### src/rtl/cfg_port_pkg.sv
package cfg_port_pkg;
  typedef struct packed {
    logic idxWr;
    logic dataWr;
    logic dataRd;
    logic relock;
  } cfgStrobe_t;
endpackage

### src/rtl/cfg_port_ctrl.sv
module cfg_port_ctrl
  import cfg_port_pkg::*;
#(
  parameter logic [15:0] IDX_ADDR  = 16'h002E,
  parameter logic [15:0] DATA_ADDR = 16'h002F,
  parameter logic [7:0]  EXIT_REG  = 8'h02,
  parameter logic [7:0]  EXIT_VAL  = 8'h02
) (
  input  logic        clk,
  input  logic        rstN,
  input  logic [15:0] ioAddr,
  input  logic        ioWrEn,
  input  logic        ioRdEn,
  input  logic [7:0]  ioWrData,
  input  logic [7:0]  curIndex,
  output cfgStrobe_t  strobe,
  output logic        cfgOpen
);
  localparam int KEY_LEN = 4;
  localparam int STEP_W  = $clog2(KEY_LEN);
  localparam logic [STEP_W-1:0] LAST_STEP = STEP_W'(KEY_LEN - 1);

  function automatic logic [7:0] keyByte(input logic [STEP_W-1:0] s);
    case (s)
      2'd0:    keyByte = 8'h87;
      2'd1:    keyByte = 8'h01;
      default: keyByte = 8'h55;
    endcase
  endfunction

  logic [STEP_W-1:0] keyStep;
  logic isIdx, isData, keyWr, relockHit;

  always_comb begin
    isIdx     = (ioAddr == IDX_ADDR);
    isData    = (ioAddr == DATA_ADDR);
    keyWr     = ioWrEn && isIdx && !cfgOpen;
    relockHit = ioWrEn && isData && cfgOpen &&
                (curIndex == EXIT_REG) && (ioWrData == EXIT_VAL);
    strobe.idxWr  = ioWrEn && isIdx && cfgOpen;
    strobe.dataWr = ioWrEn && isData && cfgOpen && !relockHit;
    strobe.dataRd = ioRdEn && isData;
    strobe.relock = relockHit;
  end

  always_ff @(posedge clk) begin
    if (!rstN) begin
      keyStep <= '0;
      cfgOpen <= 1'b0;
    end else begin
      if (keyWr) begin
        if (ioWrData == keyByte(keyStep)) begin
          if (keyStep == LAST_STEP) begin
            cfgOpen <= 1'b1;
            keyStep <= '0;
          end else begin
            keyStep <= keyStep + 1'b1;
          end
        end else if (ioWrData == keyByte('0)) begin
          keyStep <= STEP_W'(1);
        end else begin
          keyStep <= '0;
        end
      end
      if (relockHit) cfgOpen <= 1'b0;
    end
  end

  // the space opens only on the final key byte
  assert_open_on_key_R2: assert property (@(posedge clk) disable iff (!rstN)
    $rose(cfgOpen) |-> $past(keyWr && ioWrData == 8'h55 && keyStep == LAST_STEP));

  // the close command shuts the space on the next cycle
  assert_relock_closes_R11: assert property (@(posedge clk) disable iff (!rstN)
    strobe.relock |=> !cfgOpen);

  // no register write strobe while closed
  assert_no_wr_when_closed_R4: assert property (@(posedge clk) disable iff (!rstN)
    !cfgOpen |-> !(strobe.dataWr || strobe.idxWr));
endmodule

### src/rtl/cfg_port_dp.sv
module cfg_port_dp
  import cfg_port_pkg::*;
#(
  parameter logic [15:0] CHIP_ID  = 16'h8728,
  parameter logic [3:0]  CHIP_REV = 4'h3,
  parameter logic [7:0]  BASE_REG = 8'h62,
  parameter logic [7:0]  GPIO_LDN = 8'h07
) (
  input  logic        clk,
  input  logic        rstN,
  input  cfgStrobe_t  strobe,
  input  logic        cfgOpen,
  input  logic [7:0]  ioWrData,
  output logic [7:0]  curIndex,
  output logic [7:0]  ioRdData,
  output logic        rdValid,
  output logic [15:0] gpioBase
);
  localparam logic [7:0] LDN_REG  = 8'h07;
  localparam logic [7:0] IDHI_REG = 8'h20;
  localparam logic [7:0] IDLO_REG = 8'h21;
  localparam logic [7:0] REV_REG  = 8'h22;
  localparam logic [7:0] BASE_LO  = BASE_REG + 8'd1;
  localparam logic [7:0] LOCKED_RD = 8'hFF;

  logic [7:0] ldnSel;
  logic [7:0] readMux;
  logic       gpioSel;

  always_comb begin
    gpioSel = (ldnSel == GPIO_LDN);
    readMux = 8'h00;
    case (curIndex)
      LDN_REG:  readMux = ldnSel;
      IDHI_REG: readMux = CHIP_ID[15:8];
      IDLO_REG: readMux = CHIP_ID[7:0];
      REV_REG:  readMux = {4'h0, CHIP_REV};
      BASE_REG: readMux = gpioSel ? gpioBase[15:8] : 8'h00;
      BASE_LO:  readMux = gpioSel ? gpioBase[7:0]  : 8'h00;
      default:  readMux = 8'h00;
    endcase
  end

  always_ff @(posedge clk) begin
    if (!rstN) begin
      curIndex <= '0;
      ldnSel   <= '0;
      gpioBase <= '0;
      ioRdData <= '0;
      rdValid  <= 1'b0;
    end else begin
      rdValid <= strobe.dataRd;
      if (strobe.dataRd) ioRdData <= cfgOpen ? readMux : LOCKED_RD;
      if (strobe.idxWr) curIndex <= ioWrData;
      if (strobe.dataWr) begin
        if (curIndex == LDN_REG) ldnSel <= ioWrData;
        if (gpioSel && curIndex == BASE_REG) gpioBase[15:8] <= ioWrData;
        if (gpioSel && curIndex == BASE_LO)  gpioBase[7:0]  <= ioWrData;
      end
    end
  end

  // a closed space reads as all ones
  assert_locked_read_ff_R4: assert property (@(posedge clk) disable iff (!rstN)
    (strobe.dataRd && !cfgOpen) |=> (rdValid && ioRdData == 8'hFF));

  // rdValid follows a data-port read by exactly one cycle
  assert_rd_latency_R5: assert property (@(posedge clk) disable iff (!rstN)
    strobe.dataRd |=> rdValid);
  assert_rd_no_spurious_R5: assert property (@(posedge clk) disable iff (!rstN)
    !strobe.dataRd |=> !rdValid);

  // the base address moves only on a data-port write
  assert_base_stable_R9: assert property (@(posedge clk) disable iff (!rstN)
    !strobe.dataWr |=> $stable(gpioBase));

  // the chip ID high byte reads back unchanged
  assert_id_high_R7: assert property (@(posedge clk) disable iff (!rstN)
    (strobe.dataRd && cfgOpen && curIndex == IDHI_REG) |=> ioRdData == CHIP_ID[15:8]);
endmodule

### src/rtl/keyed_cfg_port.sv
module keyed_cfg_port
  import cfg_port_pkg::*;
#(
  parameter logic [15:0] CHIP_ID   = 16'h8728,
  parameter logic [3:0]  CHIP_REV  = 4'h3,
  parameter logic [15:0] IDX_ADDR  = 16'h002E,
  parameter logic [15:0] DATA_ADDR = 16'h002F,
  parameter logic [7:0]  BASE_REG  = 8'h62,
  parameter logic [7:0]  GPIO_LDN  = 8'h07
) (
  input  logic        clk,
  input  logic        rstN,
  input  logic [15:0] ioAddr,
  input  logic        ioWrEn,
  input  logic        ioRdEn,
  input  logic [7:0]  ioWrData,
  output logic [7:0]  ioRdData,
  output logic        rdValid,
  output logic        cfgOpen,
  output logic [15:0] gpioBase
);
  cfgStrobe_t strobe;
  logic [7:0] curIndex;

  cfg_port_ctrl #(
    .IDX_ADDR(IDX_ADDR), .DATA_ADDR(DATA_ADDR),
    .EXIT_REG(8'h02), .EXIT_VAL(8'h02)
  ) uCtrl (
    .clk(clk), .rstN(rstN), .ioAddr(ioAddr), .ioWrEn(ioWrEn),
    .ioRdEn(ioRdEn), .ioWrData(ioWrData), .curIndex(curIndex),
    .strobe(strobe), .cfgOpen(cfgOpen)
  );

  cfg_port_dp #(
    .CHIP_ID(CHIP_ID), .CHIP_REV(CHIP_REV),
    .BASE_REG(BASE_REG), .GPIO_LDN(GPIO_LDN)
  ) uDp (
    .clk(clk), .rstN(rstN), .strobe(strobe), .cfgOpen(cfgOpen),
    .ioWrData(ioWrData), .curIndex(curIndex), .ioRdData(ioRdData),
    .rdValid(rdValid), .gpioBase(gpioBase)
  );
endmodule

### config.mk
export PLATFORM = sky130hd
export DESIGN_NAME = keyed_cfg_port
export DESIGN_NICKNAME = d
export VERILOG_FILES = /design/src/rtl/cfg_port_pkg.sv /design/src/rtl/cfg_port_ctrl.sv /design/src/rtl/cfg_port_dp.sv /design/src/rtl/keyed_cfg_port.sv
export SDC_FILE = /design/constraint.sdc
export NUM_CORES = 1
export LEC_CHECK = 0
export BUFFER_PORTS_ARGS = -buffer_cell sky130_fd_sc_hd__buf_2
export CAP_MARGIN = 20
export CORE_MARGIN = 2
export CORE_UTILIZATION = 35
export CTS_BUF_LIST = sky130_fd_sc_hd__clkbuf_4 sky130_fd_sc_hd__clkbuf_8 sky130_fd_sc_hd__clkbuf_16
export CTS_CLUSTER_DIAMETER = 80
export CTS_CLUSTER_SIZE = 14
export DETAILED_ROUTE_END_ITERATION = 7
export GPL_ROUTABILITY_DRIVEN = 0
export SYNTH_ARGS = -nofsm -noshare
export SYNTH_HDL_FRONTEND = slang
export SYNTH_HIERARCHICAL = 1
export SYNTH_SLANG_ARGS = --single-unit
### constraint.sdc
create_clock -name clk -period 6.2 [get_ports clk]
set_input_delay 0.31 -clock clk [delete_from_list [all_inputs] [get_ports clk]]
set_output_delay 0.31 -clock clk [all_outputs]
set_load 0.02 [all_outputs]
==> impl_metrics.py, run 1 <==
metrics = {
    "run_status": {
        "outcome": "finished clean",
    },
    "setup_path": {
        "cp.required_ns": 6.43,
        "arrival_ns": 2.82,
        "worstSetupPathType": "register to register",
        "max_stage_delay_ns": 0.71,
        "path_max_fanout": 16,
        "cp_cell_sequence": "nor4_1, nand2_1, nor3_1, and4b_1, nand4b_1, nor4_2, and2b_1, mux2i_1",
        "worstPathBufferInverterCount": 0,
        "cp_top_family": "simple AND/OR/NAND/NOR gates",
        "cp-start-kind": "register",
        "cp_slowest_cell": "dfxtp_1",
        "worstSetupEndpointType": "register",
    },
    "sta": {
        "post-route-period-util_pct": 41.73,
        "hold_violations": 0,
        "min_period_ns": 2.587,
        "tightest_slew_ns": 0.8272,
        "fmaxAchievable_ghz": 0.3865,
        "setup_tns_ns": 0,
        "finClkSkew_ns": 0.007882,
        "rsz0062_at_grt": "no",
        "finalSetupViolCount": 0,
        "final-max-slew-violation-count": 0,
        "relSlewSlack_pct": 44.85,
    },
    "floorplanning": {
        "dieWidth_um": 83.59,
        "die_h_um": 83.59,
        "design.core.area_um2": 6026,
        "rows": 28,
        "top_level_ports": 54,
        "die_area_um2": 6987,
        "start_util_pct": 36.79,
    },
    "place": {
        "dpl.cell_count": 357,
        "hpwl_um": 4162,
        "port-buffer-count": 53,
    },
    "route": {
        "drc": 0,
        "routed_wire_length_per_instance_um": 15.87,
        "dr_total_vias": 1906,
        "vias_per_cell": 5.222,
        "finalWirelength_um": 5791,
        "drt_first_pass_iters": 4,
        "drt-initial-drc-count": 157,
        "antenna_left": 0,
    },
    "synth": {
        "synthesis.area_um2": 2217,
        "synthesis.nets": 275,
        "yosys_warnings": 6,
        "syn_area_per_cell_um2": 9.162,
        "synth_cells": 242,
    },
    "final_layout": {
        "fill_cells": 624,
        "drive_above_1_share_pct": 27.24,
        "diodes": 0,
        "area_growth_pct": 17.78,
        "instances_no_fill": 365,
        "nets": 322,
    },
    "flow_run": {
        "cap_violations": 0,
    },
    "power": {
        "powerDensity_nw_per_um2": 192.4,
        "p_clk_share_pct": 38.6,
        "switching_share_pct": 23.59,
        "p_leak_nw": 1.079,
        "power_frac_seq_pct": 56.2,
        "p_switching_uw": 118.5,
        "share_comb_of_total_power_pct": 5.3,
        "p_int_uw": 383.9,
        "peakVddDrop_v": 0.00007486,
    },
    "clocking": {
        "cts.path.max_buffers": 2,
        "cts.clk_slew.worst_paths_ns": 0.09,
        "cts_num_sinks": 44,
        "cts_resized": 0,
        "numCtsBuffers": 5,
        "cts_root_buf": "clkbuf_8",
        "cts_hold_buf": 0,
        "tritoncts": "built",
        "htree_levels": 2,
        "worstSkewPairLatency_ns": 0.31,
        "postCtsSetupRepairBufs": 0,
    },
    "global_routing": {
        "grt-ovfl-total": 0,
        "grtUsageTotal_pct": 17.11,
        "antenna_found_initial": 0,
        "grt_max_degree": 53,
        "grt_pass1_wl_um": 9501,
        "grt_pass1_vias": 1801,
    },
    "worst_hold_path": {
        "hold_path.class": "input pin to register",
    },
}
[through the flow]
step | hold WS [ns] | power (mW) | setup slack [ns] | area, µm² | utilization [%]
after floorplan | 0.4390 | 0.2990 | 3.967 | 2217 | -
after global placement | 0.4532 | 0.3153 | 3.621 | 2515 | 41.74
after detailed placement | 0.4592 | 0.3157 | 3.538 | 2515 | 41.74
after CTS | 0.3217 | 0.5068 | 3.621 | 2611 | 43.33
after global routing | 0.3346 | 0.5218 | 3.425 | 2611 | 43.33
final | 0.3262 | 0.5025 | 3.613 | 2611 | 43.33
[cells in the final DEF, fill, tap and decap left out, types with 2 or more instances in the layout]
cell type	instances
or4_1	2
mux2i_1	25
nand2b_1	2
nand4b_1	2
dfxtp_1	44
nor2b_1	9
a22oi_1	4
a21boi_1	8
nor2_1	10
clkbuf_8	6
and3_1	2
buf_2	53
nand4_1	2
nor4_2	2
inv_1	5
nand3_1	10
a21oi_1	5
nand2_1	36
nor4_1	2
or3_1	2
a221oi_1	4
and2_1	5
o21ai_0	9
ha_1	5
mux2_2	8
nor3_1	6
[per-layer routing]
metal,track usage [%],up-vias,wire length [µm]
met4,4.839,0,67
met2,25.60,59,2497
met5,0,-,0
met3,4.748,7,347
met1,24.06,880,2878
li1,-,960,-
[sequential cells by signal, indices dropped and copies added, names as in the netlist]
register,flops
uCtrl/cfgOpen,1
uCtrl/keyStep,2
uDp/curIndex,8
uDp/gpioBase,16
uDp/ioRdData,8
uDp/ldnSel,8
uDp/rdValid,1
[worst register-to-register path, stage by stage, from the launching register on]
cell	delay [ns]
dfxtp_1	0.71
nor4_1	0.12
nand2_1	0.08
nor3_1	0.05
and4b_1	0.46
nand4b_1	0.17
nor4_2	0.21
and2b_1	0.46
mux2i_1	0.26
[layout make-up]
cell class              count  area, µm²  share of cell area (%)
multi-input cells         180       1256                   48.11
flip-flops and latches     44      880.8                   33.73
repair buffers             53      265.3                   10.16
well taps                  75      93.84                   3.594
clock buffers               6      82.58                   3.162
inverters                   5      18.77                  0.7187
clock inverters             2      13.76                  0.5271
[power groups by stage]
stage	clock network (mW)	logic, mW	registers, mW
after detailed placement	0	0.0267	0.289
after floorplan	0	0.0101	0.289
after CTS	0.198	0.0269	0.282
final	0.194	0.0265	0.282
after global routing	0.210	0.0293	0.282
after global placement	0	0.0263	0.289
[worst paths after layout]
kind | startpoint | to | slack, ns | cells after the start
max reg2reg | uDp/curIndex[0] | uDp/gpioBase[10] | 3.61 | 8
min reg2reg | uDp/ldnSel[7] | uDp/ldnSel[7] | 0.47 | 2
max | uDp/curIndex[0] | uDp/gpioBase[10] | 3.61 | 8
min | ioWrData[6] | uDp/ldnSel[6] | 0.33 | 3
(Power assumes the default switching activity.)
==> run 2: changes to the inputs <==
==> constraint.sdc (replaced) <==
create_clock -name clk -period 2.5 [get_ports clk]
set_input_delay 0.125 -clock clk [delete_from_list [all_inputs] [get_ports clk]]
set_output_delay 0.125 -clock clk [all_outputs]
set_load 0.02 [all_outputs]
==> impl_metrics.py, run 2 (synthesis results as in run 1) <==
metrics = {
    "final_layout": {
        "largest_register_ffs": 16,
        "largest_register": "uDp/gpioBase",
        "final_common_cell": "buf_2",
        "multi_input_area_um2": 1256,
        "diodes": 0,
        "nets": 325,
        "drive_above_1_share_pct": 27.99,
        "area_growth_pct": 18.85,
        "final_util_pct": 43.73,
        "fill_cells": 629,
        "final_cell_mix": "53 x buf_2, 44 x dfxtp_1, 36 x nand2_1, 25 x mux2i_1",
        "regArea_um2": 880.8,
    },
    "route": {
        "drc": 0,
        "routed.top_layer": "met4",
        "drt_first_pass_iters": 4,
        "drt-met1-wl_um": 2850,
        "vias_per_cell": 5.207,
        "routed_wire_length_per_instance_um": 15.33,
        "dr_total_vias": 1916,
        "finalWirelength_um": 5640,
        "wl_met3_um": 360,
        "antenna_left": 0,
        "drt-initial-drc-count": 151,
        "wl_met2_um": 2405,
    },
    "place": {
        "port-buffer-count": 53,
        "hpwl_um": 4010,
    },
    "global_routing": {
        "grt_pass1_wl_um": 9315,
        "grt-ovfl-total": 0,
        "grt_pass1_vias": 1834,
        "grtUsageTotal_pct": 16.33,
        "antenna_found_initial": 0,
        "grt_max_degree": 53,
    },
    "floorplanning": {
        "die_area_um2": 6987,
        "die_h_um": 83.59,
        "dieWidth_um": 83.59,
        "top_level_ports": 54,
        "rows": 28,
        "design.core.area_um2": 6026,
        "start_util_pct": 36.79,
    },
    "clocking": {
        "cts_resized": 0,
        "cts_num_sinks": 44,
        "cts_hold_buf": 0,
        "postCtsSetupRepairBufs": 0,
        "worstSkewPairLatency_ns": 0.29,
        "numCtsBuffers": 5,
        "htree_levels": 2,
        "cts_root_buf": "clkbuf_8",
        "cts.clk_slew.worst_paths_ns": 0.09,
        "cts.path.max_buffers": 2,
        "tritoncts": "built",
    },
    "sta": {
        "post-route-period-util_pct": 82.87,
        "tightest_slew_ns": 0.7967,
        "setup_tns_ns": 0,
        "relSlewSlack_pct": 46.89,
        "final-max-slew-violation-count": 0,
        "fmaxAchievable_ghz": 0.4827,
        "rsz0062_at_grt": "no",
        "finClkSkew_ns": 0.004720,
        "hold_violations": 0,
        "min_period_ns": 2.072,
        "finalSetupViolCount": 0,
    },
    "setup_path": {
        "worstSetupStartpoint": "uDp/curIndex[1]",
        "cp_cell_sequence": "nor4b_1, nand2_1, nor3_1, and4b_1, nand4b_1, nor4_2, and2b_1, buf_4, mux2i_1",
        "worstSetupEndpointType": "register",
        "max_stage_delay_ns": 0.43,
        "arrival_ns": 2.25,
        "cp.required_ns": 2.68,
        "path_max_fanout": 8,
        "worstSetupPathType": "register to register",
        "r2r_start": "uDp/curIndex[1]",
        "cp_slowest_cell": "dfxtp_1",
        "cp-start-kind": "register",
    },
    "power": {
        "powerDensity_nw_per_um2": 473.2,
        "power_frac_seq_pct": 56.1,
        "share_comb_of_total_power_pct": 5.1,
        "p_int_uw": 961.9,
        "peakVddDrop_v": 0.0003241,
        "switching_share_pct": 22.86,
        "p_switching_uw": 285.1,
        "p_leak_nw": 1.092,
        "p_clk_share_pct": 38.8,
    },
    "worst_hold_path": {
        "hold_path.class": "input pin to register",
        "min_from": "ioWrData[6]",
    },
    "flow_run": {
        "cap_violations": 0,
    },
    "run_status": {
        "outcome": "finished clean",
    },
}
run 2: changes by cell type in the layout (fill, tap and decap cells not counted), sizes merged:
cell / previous run / this run
inv: 6 / 5
clkinv: 1 / 0
clkinvlp: 0 / 1
clkbuf: 6 / 7
buf: 53 / 56
run 2: path summary, 6_finish.rpt:
| kind | slack, ns | depth (start not counted) | to |
|---|---|---|---|
| worst max-delay path | 0.43 | 9 | uDp/gpioBase[8] |
| worst min register to register | 0.48 | 2 | uDp/ldnSel[5] |
| worst max register to register | 0.43 | 9 | uDp/gpioBase[8] |
| worst min-delay path | 0.13 | 3 | uDp/ldnSel[6] |
run 2: metrics by stage:
| stage | std cells | hold slack (ns) | instance area [µm²] | setup WS, ns | power (mW) |
|---|---|---|---|---|---|
| 6_report | 368 | 0.1321 | 2635 | 0.4283 | 1.247 |
| 4_1_cts | 368 | 0.1302 | 2635 | 0.4158 | 1.259 |
| 3_3_place_gp | 360 | 0.4409 | 2537 | 0.3698 | 0.7805 |
| 3_5_place_dp | 360 | 0.4456 | 2537 | 0.3419 | 0.7812 |
| 5_1_grt | 368 | 0.1411 | 2635 | 0.2438 | 1.301 |
| 2_1_floorplan | 242 | 0.2606 | 2217 | 0.4517 | 0.7416 |
run 2: power by group through the flow:
stage / Sequential, mW / Combinational [mW] / Clock (mW)
finish: 0.700 / 0.0633 / 0.484
global route: 0.700 / 0.0709 / 0.530
CTS: 0.700 / 0.0649 / 0.494
detailed placement: 0.717 / 0.0646 / 0
global placement: 0.717 / 0.0639 / 0
floorplan: 0.717 / 0.0250 / 0
run 2: cell type report:
| cell class | instances | area share (%) |
|---|---|---|
| Multi-Input combinational cell | 180 | 47.67 |
| Sequential cell | 44 | 33.43 |
| Inverter | 5 | 0.7122 |
| Clock buffer | 7 | 3.419 |
| Clock inverter | 1 | 0.2849 |
| Tap cell | 75 | 3.561 |
| Timing Repair Buffer | 56 | 10.92 |
run 2: layer usage:
layer,GRT usage (%),up-vias
met5,0,-
met4,3.079,0
met3,4.055,3
met2,23.42,62
met1,24.71,884
li1,-,967
run 2: worst max-delay path, delay by kind of cell, from the launching register on:
kind          cells  cell delay, ns
mux               1            0.13
simple gates      7            1.23
flops             1            0.43
buf+inv           1            0.18
==> run 3: changes to the inputs <==
==> constraint.sdc (replaced) <==
create_clock -name clk -period 1.8 [get_ports clk]
set_input_delay 0.09 -clock clk [delete_from_list [all_inputs] [get_ports clk]]
set_output_delay 0.09 -clock clk [all_outputs]
set_load 0.02 [all_outputs]
==> impl_metrics.py, run 3 (synthesis results as in run 1) <==
metrics = {
    "final_layout": {
        "final_cell_mix": "53 x buf_2, 35 x buf_4, 35 x dfxtp_1, 29 x nand2_1, 25 x mux2i_1",
        "final_common_cell": "buf_2",
        "area_growth_pct": 43.68,
        "regArea_um2": 892.1,
        "nets": 364,
        "multi_input_area_um2": 1448,
        "largest_register": "uDp/gpioBase",
        "diodes": 0,
        "drive_above_1_share_pct": 47.89,
        "largest_register_ffs": 16,
        "final_area_um2": 3186,
        "fill_cells": 568,
    },
    "floorplanning": {
        "die_area_um2": 6987,
        "design.core.area_um2": 6026,
        "rows": 28,
        "dieWidth_um": 83.59,
        "start_util_pct": 36.79,
        "die_h_um": 83.59,
        "top_level_ports": 54,
    },
    "place": {
        "port-buffer-count": 53,
        "hpwl_um": 4377,
        "dpl_cell_area_um2": 2829,
    },
    "global_routing": {
        "antenna_found_initial": 0,
        "grtUsageTotal_pct": 17.39,
        "grt_max_degree": 33,
        "grt_pass1_wl_um": 9867,
        "grt_pass1_vias": 1987,
        "grt-ovfl-total": 0,
    },
    "setup_path": {
        "cp-start-kind": "register",
        "rrSetupSlack_ns": -0.12,
        "path_max_fanout": 5,
        "worstSetupEndpointType": "register",
        "arrival_ns": 2.13,
        "worstSetupPathType": "register to register",
        "cp.required_ns": 2.00,
    },
    "route": {
        "drc": 0,
        "vias_per_cell": 5.160,
        "drt-initial-drc-count": 123,
        "dr_total_vias": 2100,
        "antenna_left": 0,
        "finalWirelength_um": 6194,
        "routed_wire_length_per_instance_um": 15.22,
        "drt_first_pass_iters": 4,
    },
    "clocking": {
        "htree_levels": 2,
        "cts.clk_slew.worst_paths_ns": 0.09,
        "worstSkewPairLatency_ns": 0.31,
        "numCtsBuffers": 5,
        "cts_hold_buf": 0,
        "cts_root_buf": "clkbuf_8",
        "cts_num_sinks": 44,
        "tritoncts": "built",
        "cts.path.max_buffers": 2,
    },
    "power": {
        "powerDensity_nw_per_um2": 589.3,
        "peakVddDrop_v": 0.0003931,
        "total_power_mw": 1.877,
        "p_leak_nw": 1.342,
    },
    "run_status": {
        "outcome": "finished with violations",
        "violations": "negative setup slack",
    },
    "sta": {
        "fin_ws_ns": -0.1245,
        "finClkSkew_ns": 0.008598,
        "setup_tns_ns": -2.120,
        "relSlewSlack_pct": 60.31,
        "finalSetupViolCount": 30,
        "tightest_slew_ns": 0.5889,
        "post-route-period-util_pct": 106.9,
        "hold_violations": 0,
        "final-max-slew-violation-count": 0,
        "fmaxAchievable_ghz": 0.5196,
        "min_period_ns": 1.925,
        "holdWs_ns": 0.1323,
        "rsz0062_at_grt": "yes",
    },
    "flow_run": {
        "cap_violations": 0,
    },
    "worst_hold_path": {
        "hold_path.class": "input pin to register",
    },
}
## run 3: layer usage
layer | vias to the layer above | GRT usage [%] | wire, µm
met5 | - | 0 | 0
met1 | 976 | 24.73 | 3027
li1 | 1044 | - | -
met2 | 67 | 26.11 | 2675
met3 | 13 | 3.561 | 343
met4 | 0 | 5.865 | 148
## run 3: layout make-up
class	count	share of cell area [%]
clock buffer	5	2.160
inverter	5	0.6677
clock inverter	3	1.453
multi-input combinational	180	45.44
sequential	44	28.00
tap	75	2.946
timing repair buffer	95	19.32
## run 3: metrics by stage
step | worst slack, ns | instances | utilization, %
2_1_floorplan | -0.05418 | 242 | -
3_3_place_gp | -0.2304 | 395 | 46.95
3_5_place_dp | -0.3019 | 395 | 46.95
4_1_cts | -0.1657 | 403 | 49.58
5_1_grt | -0.2087 | 407 | 52.87
6_report | -0.1245 | 407 | 52.87
## run 3: repair_timing
| action | CTS | global route |
|---|---|---|
| resized for setup | 11 | 38 |
| buffers inserted | 1 | 4 |
| gates cloned | 0 | 0 |
| setup endpoints to repair | 31 | 33 |
| pin swaps | 16 | 19 |
## run 3: path summary, 6_finish.rpt
kind / start / cells past startpoint / to
min reg2reg: uDp/gpioBase[11] / 2 / uDp/gpioBase[11]
max reg2reg: uDp/curIndex[2] / 9 / uDp/gpioBase[15]
max: uDp/curIndex[2] / 9 / uDp/gpioBase[15]
min: ioWrEn / 3 / uCtrl/cfgOpen
## run 3: where the power goes
group | internal, mW | switching [mW] | leakage [nW]
Combinational | 0.0541 | 0.0595 | 0.929
Clock | 0.418 | 0.373 | 0.0548
Sequential | 0.972 | 0.00000129 | 0.359
Total | 1.44 | 0.432 | 1.34
## run 3: worst max-delay path, cell delays in order, from the launching register on
cell and delay [ns]:
dfxtp_2 0.35, nor4b_4 0.24, nand2_1 0.09, nor3_2 0.22
and4b_1 0.25, nand4b_1 0.14, nor4_4 0.06, and2b_2 0.23
buf_6 0.14, mux2i_1 0.11
